[config.mk]
export PLATFORM = sky130hd
export DESIGN_NAME = serial_audio_rx
export DESIGN_NICKNAME = d
export VERILOG_FILES = /design/src/rtl/sar_pkg.sv /design/src/rtl/sar_pin_sampler.sv /design/src/rtl/sar_word_shifter.sv /design/src/rtl/serial_audio_rx.sv
export SDC_FILE = /design/constraint.sdc
export NUM_CORES = 1
export LEC_CHECK = 0
export BUFFER_PORTS_ARGS = -buffer_cell sky130_fd_sc_hd__buf_4
export CAP_MARGIN = 30
export CELL_PAD_IN_SITES_DETAIL_PLACEMENT = 0
export CELL_PAD_IN_SITES_GLOBAL_PLACEMENT = 1
export CORE_AREA = 3 3 90 92
export CTS_CLUSTER_DIAMETER = 40
export DETAILED_ROUTE_END_ITERATION = 10
export DIE_AREA = 0 0 93 95
export HOLD_SLACK_MARGIN = 0.1
export PLACE_DENSITY = 0.82
export SKIP_LAST_GASP = 1
export SLEW_MARGIN = 30
export SYNTH_ARGS = -nofsm -noshare
export SYNTH_HDL_FRONTEND = slang
export SYNTH_HIERARCHICAL = 1
export SYNTH_SLANG_ARGS = --single-unit
export TNS_END_PERCENT = 1
[constraint.sdc]
create_clock -name clk -period 6.26 [get_ports clk]
set_clock_uncertainty 0.15 [all_clocks]
set_input_delay 0.626 -clock clk [delete_from_list [all_inputs] [get_ports clk]]
set_output_delay 0.626 -clock clk [all_outputs]
set_load 0.1 [all_outputs]
[src/rtl/sar_pkg.sv]
package sar_pkg;

  typedef enum logic [1:0] {
    FRM_I2S  = 2'b00,
    FRM_MSBJ = 2'b01,
    FRM_LSBJ = 2'b10,
    FRM_RSVD = 2'b11
  } frame_e;

  typedef struct packed {
    logic   len_long;
    frame_e frm;
  } fmt_t;

  localparam fmt_t FMT_RESET = '{len_long: 1'b0, frm: FRM_I2S};

  // reserved code is folded into I2S
  function automatic logic is_i2s_like(input frame_e f);
    return (f == FRM_I2S) || (f == FRM_RSVD);
  endfunction

endpackage

[src/rtl/sar_pin_sampler.sv]
module sar_pin_sampler (
  input  logic clk,
  input  logic rst_n,
  input  logic bit_clk_i,
  input  logic word_sel_i,
  input  logic ser_data_i,
  output logic bit_stb_o,
  output logic bit_val_o,
  output logic lr_lvl_o,
  output logic frm_start_o
);

  logic bck_q, bck_d, lr_q, dat_q, lr_prev_q;
  logic lr_prev_d;

  always_comb begin
    bit_stb_o   = bck_q & ~bck_d;
    bit_val_o   = dat_q;
    lr_lvl_o    = lr_q;
    frm_start_o = bit_stb_o & (lr_q ^ lr_prev_q);
    lr_prev_d   = lr_prev_q;
    if (bit_stb_o) lr_prev_d = lr_q;
  end

  always_ff @(posedge clk or negedge rst_n) begin
    if (!rst_n) begin
      bck_q     <= 1'b0;
      bck_d     <= 1'b0;
      lr_q      <= 1'b0;
      dat_q     <= 1'b0;
      lr_prev_q <= 1'b0;
    end else begin
      bck_q     <= bit_clk_i;
      bck_d     <= bck_q;
      lr_q      <= word_sel_i;
      dat_q     <= ser_data_i;
      lr_prev_q <= lr_prev_d;
    end
  end

  AST_STB_SPACED: assert property (@(posedge clk) disable iff (!rst_n)
    bit_stb_o |=> !bit_stb_o);

endmodule

[src/rtl/sar_word_shifter.sv]
module sar_word_shifter
  import sar_pkg::*;
#(
  parameter int DATA_W   = 18,
  parameter int SHORT_W  = 16,
  parameter int MAX_BITS = 64
) (
  input  logic              clk,
  input  logic              rst_n,
  input  logic              bit_stb_i,
  input  logic              bit_val_i,
  input  logic              frm_start_i,
  input  fmt_t              fmt_cur_i,
  input  fmt_t              fmt_word_i,
  output logic [DATA_W-1:0] word_o
);

  localparam int CNT_W = $clog2(MAX_BITS + 1);
  localparam int PAD_W = DATA_W - SHORT_W;
  localparam logic [CNT_W-1:0] CNT_MAX = CNT_W'(MAX_BITS);
  localparam logic [CNT_W-1:0] LONG_N  = CNT_W'(DATA_W);
  localparam logic [CNT_W-1:0] SHORT_N = CNT_W'(SHORT_W);

  logic [DATA_W-1:0] sr_q, sr_d, sr_base;
  logic [CNT_W-1:0]  pos_q, pos_d, pos_eff, n_cur;
  logic              keep;

  always_comb begin
    pos_eff = frm_start_i ? '0 : pos_q;
    n_cur   = fmt_cur_i.len_long ? LONG_N : SHORT_N;
    unique case (fmt_cur_i.frm)
      FRM_MSBJ: keep = (pos_eff < n_cur);
      FRM_LSBJ: keep = 1'b1;
      default:  keep = (pos_eff != '0) && (pos_eff <= n_cur);
    endcase
    sr_base = frm_start_i ? '0 : sr_q;
    sr_d    = sr_q;
    pos_d   = pos_q;
    if (bit_stb_i) begin
      sr_d  = keep ? {sr_base[DATA_W-2:0], bit_val_i} : sr_base;
      pos_d = (pos_eff == CNT_MAX) ? pos_eff : pos_eff + 1'b1;
    end
  end

  always_ff @(posedge clk or negedge rst_n) begin
    if (!rst_n) begin
      sr_q  <= '0;
      pos_q <= '0;
    end else begin
      sr_q  <= sr_d;
      pos_q <= pos_d;
    end
  end

  assign word_o = fmt_word_i.len_long ? sr_q
                                      : {sr_q[SHORT_W-1:0], {PAD_W{1'b0}}};

  AST_POS_BOUND: assert property (@(posedge clk) disable iff (!rst_n)
    pos_q <= CNT_MAX);

  AST_MSBJ_TAIL_IGNORED: assert property (@(posedge clk) disable iff (!rst_n)
    (bit_stb_i && !frm_start_i && fmt_cur_i.frm == FRM_MSBJ && pos_q >= n_cur)
      |=> $stable(sr_q));

endmodule

[src/rtl/serial_audio_rx.sv]
module serial_audio_rx
  import sar_pkg::*;
#(
  parameter int DATA_W   = 18,
  parameter int SHORT_W  = 16,
  parameter int MAX_BITS = 64
) (
  input  logic              clk,
  input  logic              rst_n,
  input  logic              bit_clk_i,
  input  logic              word_sel_i,
  input  logic              ser_data_i,
  input  logic              fmt_src_reg_i,
  input  logic [2:0]        fmt_pin_i,
  input  logic [2:0]        fmt_reg_i,
  output logic [DATA_W-1:0] left_o,
  output logic [DATA_W-1:0] right_o,
  output logic              valid_o
);

  localparam int PAD_W = DATA_W - SHORT_W;

  logic [1:0] rst_sync_q;
  logic       rst_s_n;

  always_ff @(posedge clk or negedge rst_n) begin
    if (!rst_n) rst_sync_q <= 2'b00;
    else        rst_sync_q <= {rst_sync_q[0], 1'b1};
  end
  assign rst_s_n = rst_sync_q[1];

  logic bit_stb, bit_val, lr_lvl, frm_start;

  sar_pin_sampler u_sampler (
    .clk         (clk),
    .rst_n       (rst_s_n),
    .bit_clk_i   (bit_clk_i),
    .word_sel_i  (word_sel_i),
    .ser_data_i  (ser_data_i),
    .bit_stb_o   (bit_stb),
    .bit_val_o   (bit_val),
    .lr_lvl_o    (lr_lvl),
    .frm_start_o (frm_start)
  );

  fmt_t fmt_in, fmt_act_q, fmt_act_d, fmt_cur;
  logic [DATA_W-1:0] word;

  always_comb begin
    fmt_in    = fmt_t'(fmt_src_reg_i ? fmt_reg_i : fmt_pin_i);
    fmt_cur   = frm_start ? fmt_in : fmt_act_q;
    fmt_act_d = frm_start ? fmt_in : fmt_act_q;
  end

  sar_word_shifter #(
    .DATA_W   (DATA_W),
    .SHORT_W  (SHORT_W),
    .MAX_BITS (MAX_BITS)
  ) u_shifter (
    .clk         (clk),
    .rst_n       (rst_s_n),
    .bit_stb_i   (bit_stb),
    .bit_val_i   (bit_val),
    .frm_start_i (frm_start),
    .fmt_cur_i   (fmt_cur),
    .fmt_word_i  (fmt_act_q),
    .word_o      (word)
  );

  logic commit_r, commit_l;
  logic [DATA_W-1:0] left_d, right_d;

  always_comb begin
    commit_r = frm_start & (is_i2s_like(fmt_act_q.frm) ? lr_lvl : ~lr_lvl);
    commit_l = frm_start & ~commit_r;
    left_d   = commit_l ? word : left_o;
    right_d  = commit_r ? word : right_o;
  end

  always_ff @(posedge clk or negedge rst_s_n) begin
    if (!rst_s_n) begin
      fmt_act_q <= FMT_RESET;
      left_o    <= '0;
      right_o   <= '0;
      valid_o   <= 1'b0;
    end else begin
      fmt_act_q <= fmt_act_d;
      left_o    <= left_d;
      right_o   <= right_d;
      valid_o   <= commit_r;
    end
  end

  AST_VALID_SINGLE: assert property (@(posedge clk) disable iff (!rst_s_n)
    valid_o |=> !valid_o);

  AST_NO_VALID_ON_LEFT: assert property (@(posedge clk) disable iff (!rst_s_n)
    commit_l |=> !valid_o);

  AST_RIGHT_MOVES_WITH_VALID: assert property (@(posedge clk) disable iff (!rst_s_n)
    !$stable(right_o) |-> valid_o);

  AST_LEFT_HOLDS: assert property (@(posedge clk) disable iff (!rst_s_n)
    !commit_l |=> $stable(left_o));

  AST_SHORT_PAD_ZERO: assert property (@(posedge clk) disable iff (!rst_s_n)
    (commit_r && !fmt_act_q.len_long) |=> (right_o[PAD_W-1:0] == '0));

endmodule

==> results.json, run 1 <==
{
  "max_slew_margin_pct": 53.2,
  "io_pins": 49,
  "arrival_ps": 3530,
  "min_path_type": "reg -> async",
  "endpoint_kind": "flip-flop",
  "ys_seq_elements": 72,
  "critPathRequiredTime_ps": 6380,
  "fp.dieW_um": 93,
  "grt_start_max_net_pins": 49,
  "wl_met2_um": 2830,
  "place_worst_setup_slack_ps": 2900,
  "clkTransAtPathRegs_ps": 80,
  "synthTopCellsByCount": "dfrtp_1, mux2_2, a22o_1",
  "grt_pass1_vias": 1978,
  "antenna_found_initial": 0,
  "hold_ws_ps": 79.1,
  "vias": 2062,
  "route.detailed.drc": 0,
  "ir_drop_uv": 306,
  "netlist_area_mm2": 0.00327,
  "synthSimpleGateAreaFrac_pct": 6.93,
  "root_buffer": "clkbuf_8",
  "viasPerCell": 5.19,
  "reg2reg_depth": 9,
  "finalSetupViolations": 0,
  "fmax_ghz": 0.294,
  "start_util_pct": 44.8,
  "slew_violations": 0,
  "wl_per_cell_um": 15.3,
  "synth-edff-count": 0,
  "routed_wl_um": 6060,
  "area_growth_pct": 19.2,
  "muxShareOfSynthArea_pct": 20.0,
  "core_mm2": 0.00729,
  "die_height_um": 95,
  "place_congestion": 0.837,
  "drtPass1Iterations": 4,
  "wl_met3_um": 287,
  "worst_pin_slew_ps": 701,
  "netlist_instances": 246,
  "seq_area_frac_synth_pct": 55.1,
  "ctsResizeCount": 0,
  "post_cts_buffers": 0,
  "status": "finished, final reports clean",
  "synthAdderAreaFrac_pct": 0.765,
  "syn-num-nets": 260,
  "power_density_mw_per_mm2": 498,
  "overflow": 0,
  "grt_pass1_wl_um": 9980,
  "hold_viol": 0,
  "antenna_left": 0,
  "synth_top_family_by_area": "multiplexers",
  "yosysMostFrequentCell": "dfrtp_1",
  "dp_hpwl_um": 4090,
  "initialDrtViolationCount": 67,
  "synth.area.top_cells": "dfrtp_1, mux2_2, mux2_4",
  "grtUsageTotal_pct": 14.7,
  "numPortBuffers": 48,
  "n_antenna_cell": 0,
  "tritoncts": "yes",
  "drv_cap": 0,
  "ys.flop_type": "dfrtp_1",
  "clock_path_buffers": 2,
  "syn_area_per_cell_um2": 13.3,
  "synth-compound-area-share_pct": 11.7,
  "die_area_mm2": 0.00884,
  "yosysUniqueCellTypes": 47,
  "rows": 31,
  "start_kind": "flip-flop",
  "highest_layer": "met4",
  "cts_buffers": 9,
  "synth_xor_area_share_pct": 1.22,
  "cp_max_fo": 26,
  "rsz0062_at_grt": "no",
  "setup_ws_ps": 2860,
  "worstSetupPathType": "reg -> reg",
  "synthArstFlopShare_pct": 100,
  "synth_top_cell_area_share_pct": 55.1,
  "nNetsFinal": 307,
  "min_period_over_period_pct": 54.4,
  "synth.largest_area_cell": "dfrtp_1",
  "setup_tns_ps": 0,
  "cellLeakagePower_nw": 1.96,
  "htree_levels": 3,
  "p_total_mw": 1.94,
  "insertion_delay_ps": 340,
  "met1_length_um": 2880,
  "layout-drive-gt1-share_pct": 42.3,
  "cts_sinks": 72,
  "min_period_ps": 3400,
  "ys_warn_count": 6
}
kinds of logic after synthesis:
family	Yosys count
AND/OR/NAND/NOR	39
adder cells (fa/ha/maj)	2
other	1
buffers and inverters	25
flip-flops	72
XOR/XNOR	3
multiplexers	55
AO/OA/AOI/OAI	49
layout make-up:
cell class	count	area, um^2
Fill cell	670	3390
Clock buffer	10	138
Sequential cell	72	1800
Tap cell	99	124
Inverter	11	41.3
Clock inverter	6	82.6
Multi-Input combinational cell	149	1330
Timing Repair Buffer	50	378
through the flow:
step	std cells	utilization, %	area (um^2)
detailed placement	380	50.3	3670
global route	397	53.4	3900
finish	397	53.4	3900
floorplan	246	-	3270
global placement	380	50.3	3670
CTS	397	53.4	3900
timing repair:
item | in CTS | in global routing
hold endpoints to repair | 2 | 0
endpoints found under the setup margin | 0 | 0
hold buffers | 1 | 0
registers in the layout, summed over array words and instances (netlist names):
| signal | count |
|---|---|
| left_o | 18 |
| right_o | 18 |
| u_shifter/sr_q | 18 |
| u_shifter/pos_q | 7 |
| fmt_act_q | 3 |
| rst_sync_q | 2 |
| u_sampler/bck_d | 1 |
| u_sampler/bck_q | 1 |
| u_sampler/bit_val_o | 1 |
| u_sampler/lr_lvl_o | 1 |
| u_sampler/lr_prev_q | 1 |
| valid_o | 1 |
layer usage:
metal,vias up,track usage (%)
li1,987,-
met1,1019,20.0
met2,48,22.0
met3,8,5.74
met4,0,4.40
met5,-,0
cells in the final DEF (no fill, tap or decap), drive strengths merged, types with 3 or more instances in the layout:
cell type,count
nand2,6
o311ai,3
a21oi,9
and2,3
o21ai,5
mux2i,3
clkinv,3
dfrtp,72
buf,49
mux2,52
o211ai,5
nor2,10
a22o,15
o22ai,5
clkbuf,10
nor3b,3
inv,11
and3,3
nand2b,3
where the power goes:
part / internal [mW] / switching, mW
Combinational: 0.255 / 0.608
Sequential: 0.572 / 0.106
Clock: 0.233 / 0.166
critical path, cell delays in order (launching register included):
cell      delay (ps)
dfrtp_1          380
nor2b_4          450
and2_2           600
nor2_1           110
a21oi_1          230
inv_1             70
ha_1             300
nand2_1          140
o311ai_4         660
a22o_1           250
final timing paths:
path,start,endpoint,slack (ps)
worst max-delay path,u_sampler/bck_q$_DFF_PN0_,u_shifter/sr_q[4]$_DFFE_PN0P_,2860
worst min-delay path,rst_sync_q[1]$_DFF_PN0_,left_o[14]$_DFFE_PN0P_,80
worst max register to register,u_sampler/bck_q$_DFF_PN0_,u_shifter/sr_q[4]$_DFFE_PN0P_,2860
worst min register to register,rst_sync_q[1]$_DFF_PN0_,left_o[14]$_DFFE_PN0P_,80
max in group asynchronous,rst_sync_q[1]$_DFF_PN0_,u_shifter/sr_q[17]$_DFFE_PN0P_,4890
min in group clk,rst_sync_q[0]$_DFF_PN0_,rst_sync_q[1]$_DFF_PN0_,210
Note: power is estimated with default switching activity, not from simulation.
==> run 2: changes to the inputs <==
clock period = 3.35 ns   (was 6.26 ns; I/O delays follow)
==> run 2 against run 1 <==
Against the previous run:
- fmax grew 24%
- power grew 80%
- global-route usage grew 0.30 points
- final area grew 0.29%
- first-iteration DRC count grew 49%
- critical path type unchanged
- via count grew 2.3%
- sequential power grew 84%
- clock power grew 50%
==> results.json, run 2 (same netlist as run 1, synthesis figures left out) <==
{
  "path_cells": "xor2_1 -> and2_2 -> nor2_1 -> a21oi_1 -> inv_1 -> ha_1 -> nand2_1 -> o311ai_4 -> a22o_1",
  "antenna_found_initial": 0,
  "max_slew_margin_pct": 52.3,
  "start_util_pct": 44.8,
  "clock_power_share_pct": 17.1,
  "endpoint_kind": "flip-flop",
  "min_period_ps": 2760,
  "initialDrtViolationCount": 100,
  "cts_sinks": 72,
  "rrSetupSlack_ps": 590,
  "final_cells": 403,
  "reg2reg_depth": 9,
  "min_period_over_period_pct": 82.3,
  "critPathTopFamily": "compound AO/OA/AOI/OAI gates",
  "worstSetupPathType": "reg -> reg",
  "wl_per_cell_um": 15.3,
  "arrival_ps": 2880,
  "insertion_delay_ps": 340,
  "max_stage_delay_ps": 660,
  "numPortBuffers": 48,
  "reg2reg_from": "u_sampler/lr_lvl_o$_DFF_PN0_",
  "clock_path_buffers": 2,
  "area_growth_pct": 19.6,
  "setup_ws_ps": 594,
  "io_pins": 49,
  "cellLeakagePower_nw": 1.97,
  "n_antenna_cell": 0,
  "cts_buffers": 9,
  "ir_drop_uv": 645,
  "layout_common_cells": "dfrtp_1, buf_4, mux2_2",
  "power_density_mw_per_mm2": 892,
  "vias": 2110,
  "p_sw_share_pct": 47.3,
  "drv_cap": 0,
  "wl_met3_um": 231,
  "status": "finished, final reports clean",
  "fp.dieW_um": 93,
  "start_kind": "flip-flop",
  "intPower_mw": 1.84,
  "nNetsFinal": 314,
  "grt_start_max_net_pins": 34,
  "root_buffer": "clkbuf_8",
  "cp_max_fo": 16,
  "finalSetupViolations": 0,
  "clkTransAtPathRegs_ps": 70,
  "min_path_type": "in -> async",
  "place_worst_setup_slack_ps": 596,
  "highest_layer": "met4",
  "worst_pin_slew_ps": 716,
  "antenna_left": 0,
  "comb_power_share_pct": 47.0,
  "post_cts_buffers": 0,
  "wl_met2_um": 2820,
  "grtUsageTotal_pct": 15.0,
  "htree_levels": 3,
  "place_congestion": 0.772,
  "routed_wl_um": 6150,
  "overflow": 0,
  "core_mm2": 0.00729,
  "fmax_ghz": 0.363,
  "r2r-end": "u_shifter/sr_q[1]$_DFFE_PN0P_",
  "critPathRequiredTime_ps": 3470,
  "slew_violations": 0,
  "critPathSlowestCell": "o311ai_4",
  "p_sw_mw": 1.65,
  "drtPass1Iterations": 4,
  "grt_pass1_vias": 2113,
  "dp_hpwl_um": 4150,
  "tritoncts": "yes",
  "route.detailed.drc": 0,
  "grt_pass1_wl_um": 10400,
  "seqPwrFrac_pct": 35.9,
  "rows": 31,
  "hold_viol": 0,
  "die_height_um": 95,
  "crit_buf_inv": 1,
  "rsz0062_at_grt": "no",
  "met1_length_um": 3000,
  "dp_cells": 384,
  "layout_commonest_cell": "dfrtp_1",
  "reg_top3": "left_o x18, right_o x18, u_shifter/sr_q x18",
  "layout-drive-gt1-share_pct": 42.4,
  "setup_tns_ps": 0,
  "viasPerCell": 5.24,
  "die_area_mm2": 0.00884
}
[run 2: cell types whose count changed in the layout (fill, tap and decap cells not counted)]
cell / before / now
buf_4: 49 / 53
bufinv_16: 2 / 0
clkinv_2: 3 / 2
clkinv_4: 0 / 1
clkinvlp_4: 1 / 2
dlygate4sd3_1: 1 / 4
[run 2: repair_timing]
action | 4_1_cts | 5_1_grt
gates resized for setup | 0 | 0
hold endpoints to repair | 5 | 0
hold buffers | 4 | 0
[run 2: cell type report]
| class | instances | area, um^2 |
|---|---|---|
| multi-input cells | 149 | 1330 |
| clock inverters | 5 | 33.8 |
| flip-flops and latches | 72 | 1800 |
| clock buffers | 10 | 138 |
| fillers | 640 | 3380 |
| well taps | 99 | 124 |
| repair buffers | 57 | 438 |
| inverters | 11 | 41.3 |
[run 2: worst max path at each step]
stage                                             from  slack [ps]  cells after the start                        endpoint
after floorplan              u_sampler/bck_d$_DFF_PN0_         840                     11  u_shifter/sr_q[10]$_DFFE_PN0P_
after global placement    u_sampler/lr_lvl_o$_DFF_PN0_         680                      9   u_shifter/sr_q[6]$_DFFE_PN0P_
after detailed placement  u_sampler/lr_lvl_o$_DFF_PN0_         600                      9   u_shifter/sr_q[5]$_DFFE_PN0P_
after CTS                 u_sampler/lr_lvl_o$_DFF_PN0_         590                      9   u_shifter/sr_q[5]$_DFFE_PN0P_
after global routing      u_sampler/lr_lvl_o$_DFF_PN0_         310                      9  u_shifter/sr_q[16]$_DFFE_PN0P_
final                     u_sampler/lr_lvl_o$_DFF_PN0_         590                      9   u_shifter/sr_q[1]$_DFFE_PN0P_
[run 2: power by group through the flow]
stage	clock network [mW]	logic (mW)	registers, mW
after floorplan	0	0.592	2.00
after global placement	0	1.62	1.26
after detailed placement	0	1.64	1.27
after CTS	0.617	1.65	1.25
after global routing	0.653	1.73	1.29
final	0.597	1.64	1.25
[run 2: per-layer routing]
metal  vias up  global-route usage, %
li1       1003                      -
met1      1044                   21.1
met2        53                   22.9
met3        10                   2.47
met4         0                   6.96
met5         -                      0
[run 2: through the flow]
step	hold slack [ps]	total power [mW]	util [%]	instance area [um^2]
floorplan	-111	2.59	-	3270
global placement	-31.4	2.88	50.7	3700
detailed placement	-30.5	2.91	50.7	3700
CTS	143	3.52	53.6	3910
global route	162	3.67	53.6	3910
finish	166	3.49	53.6	3910
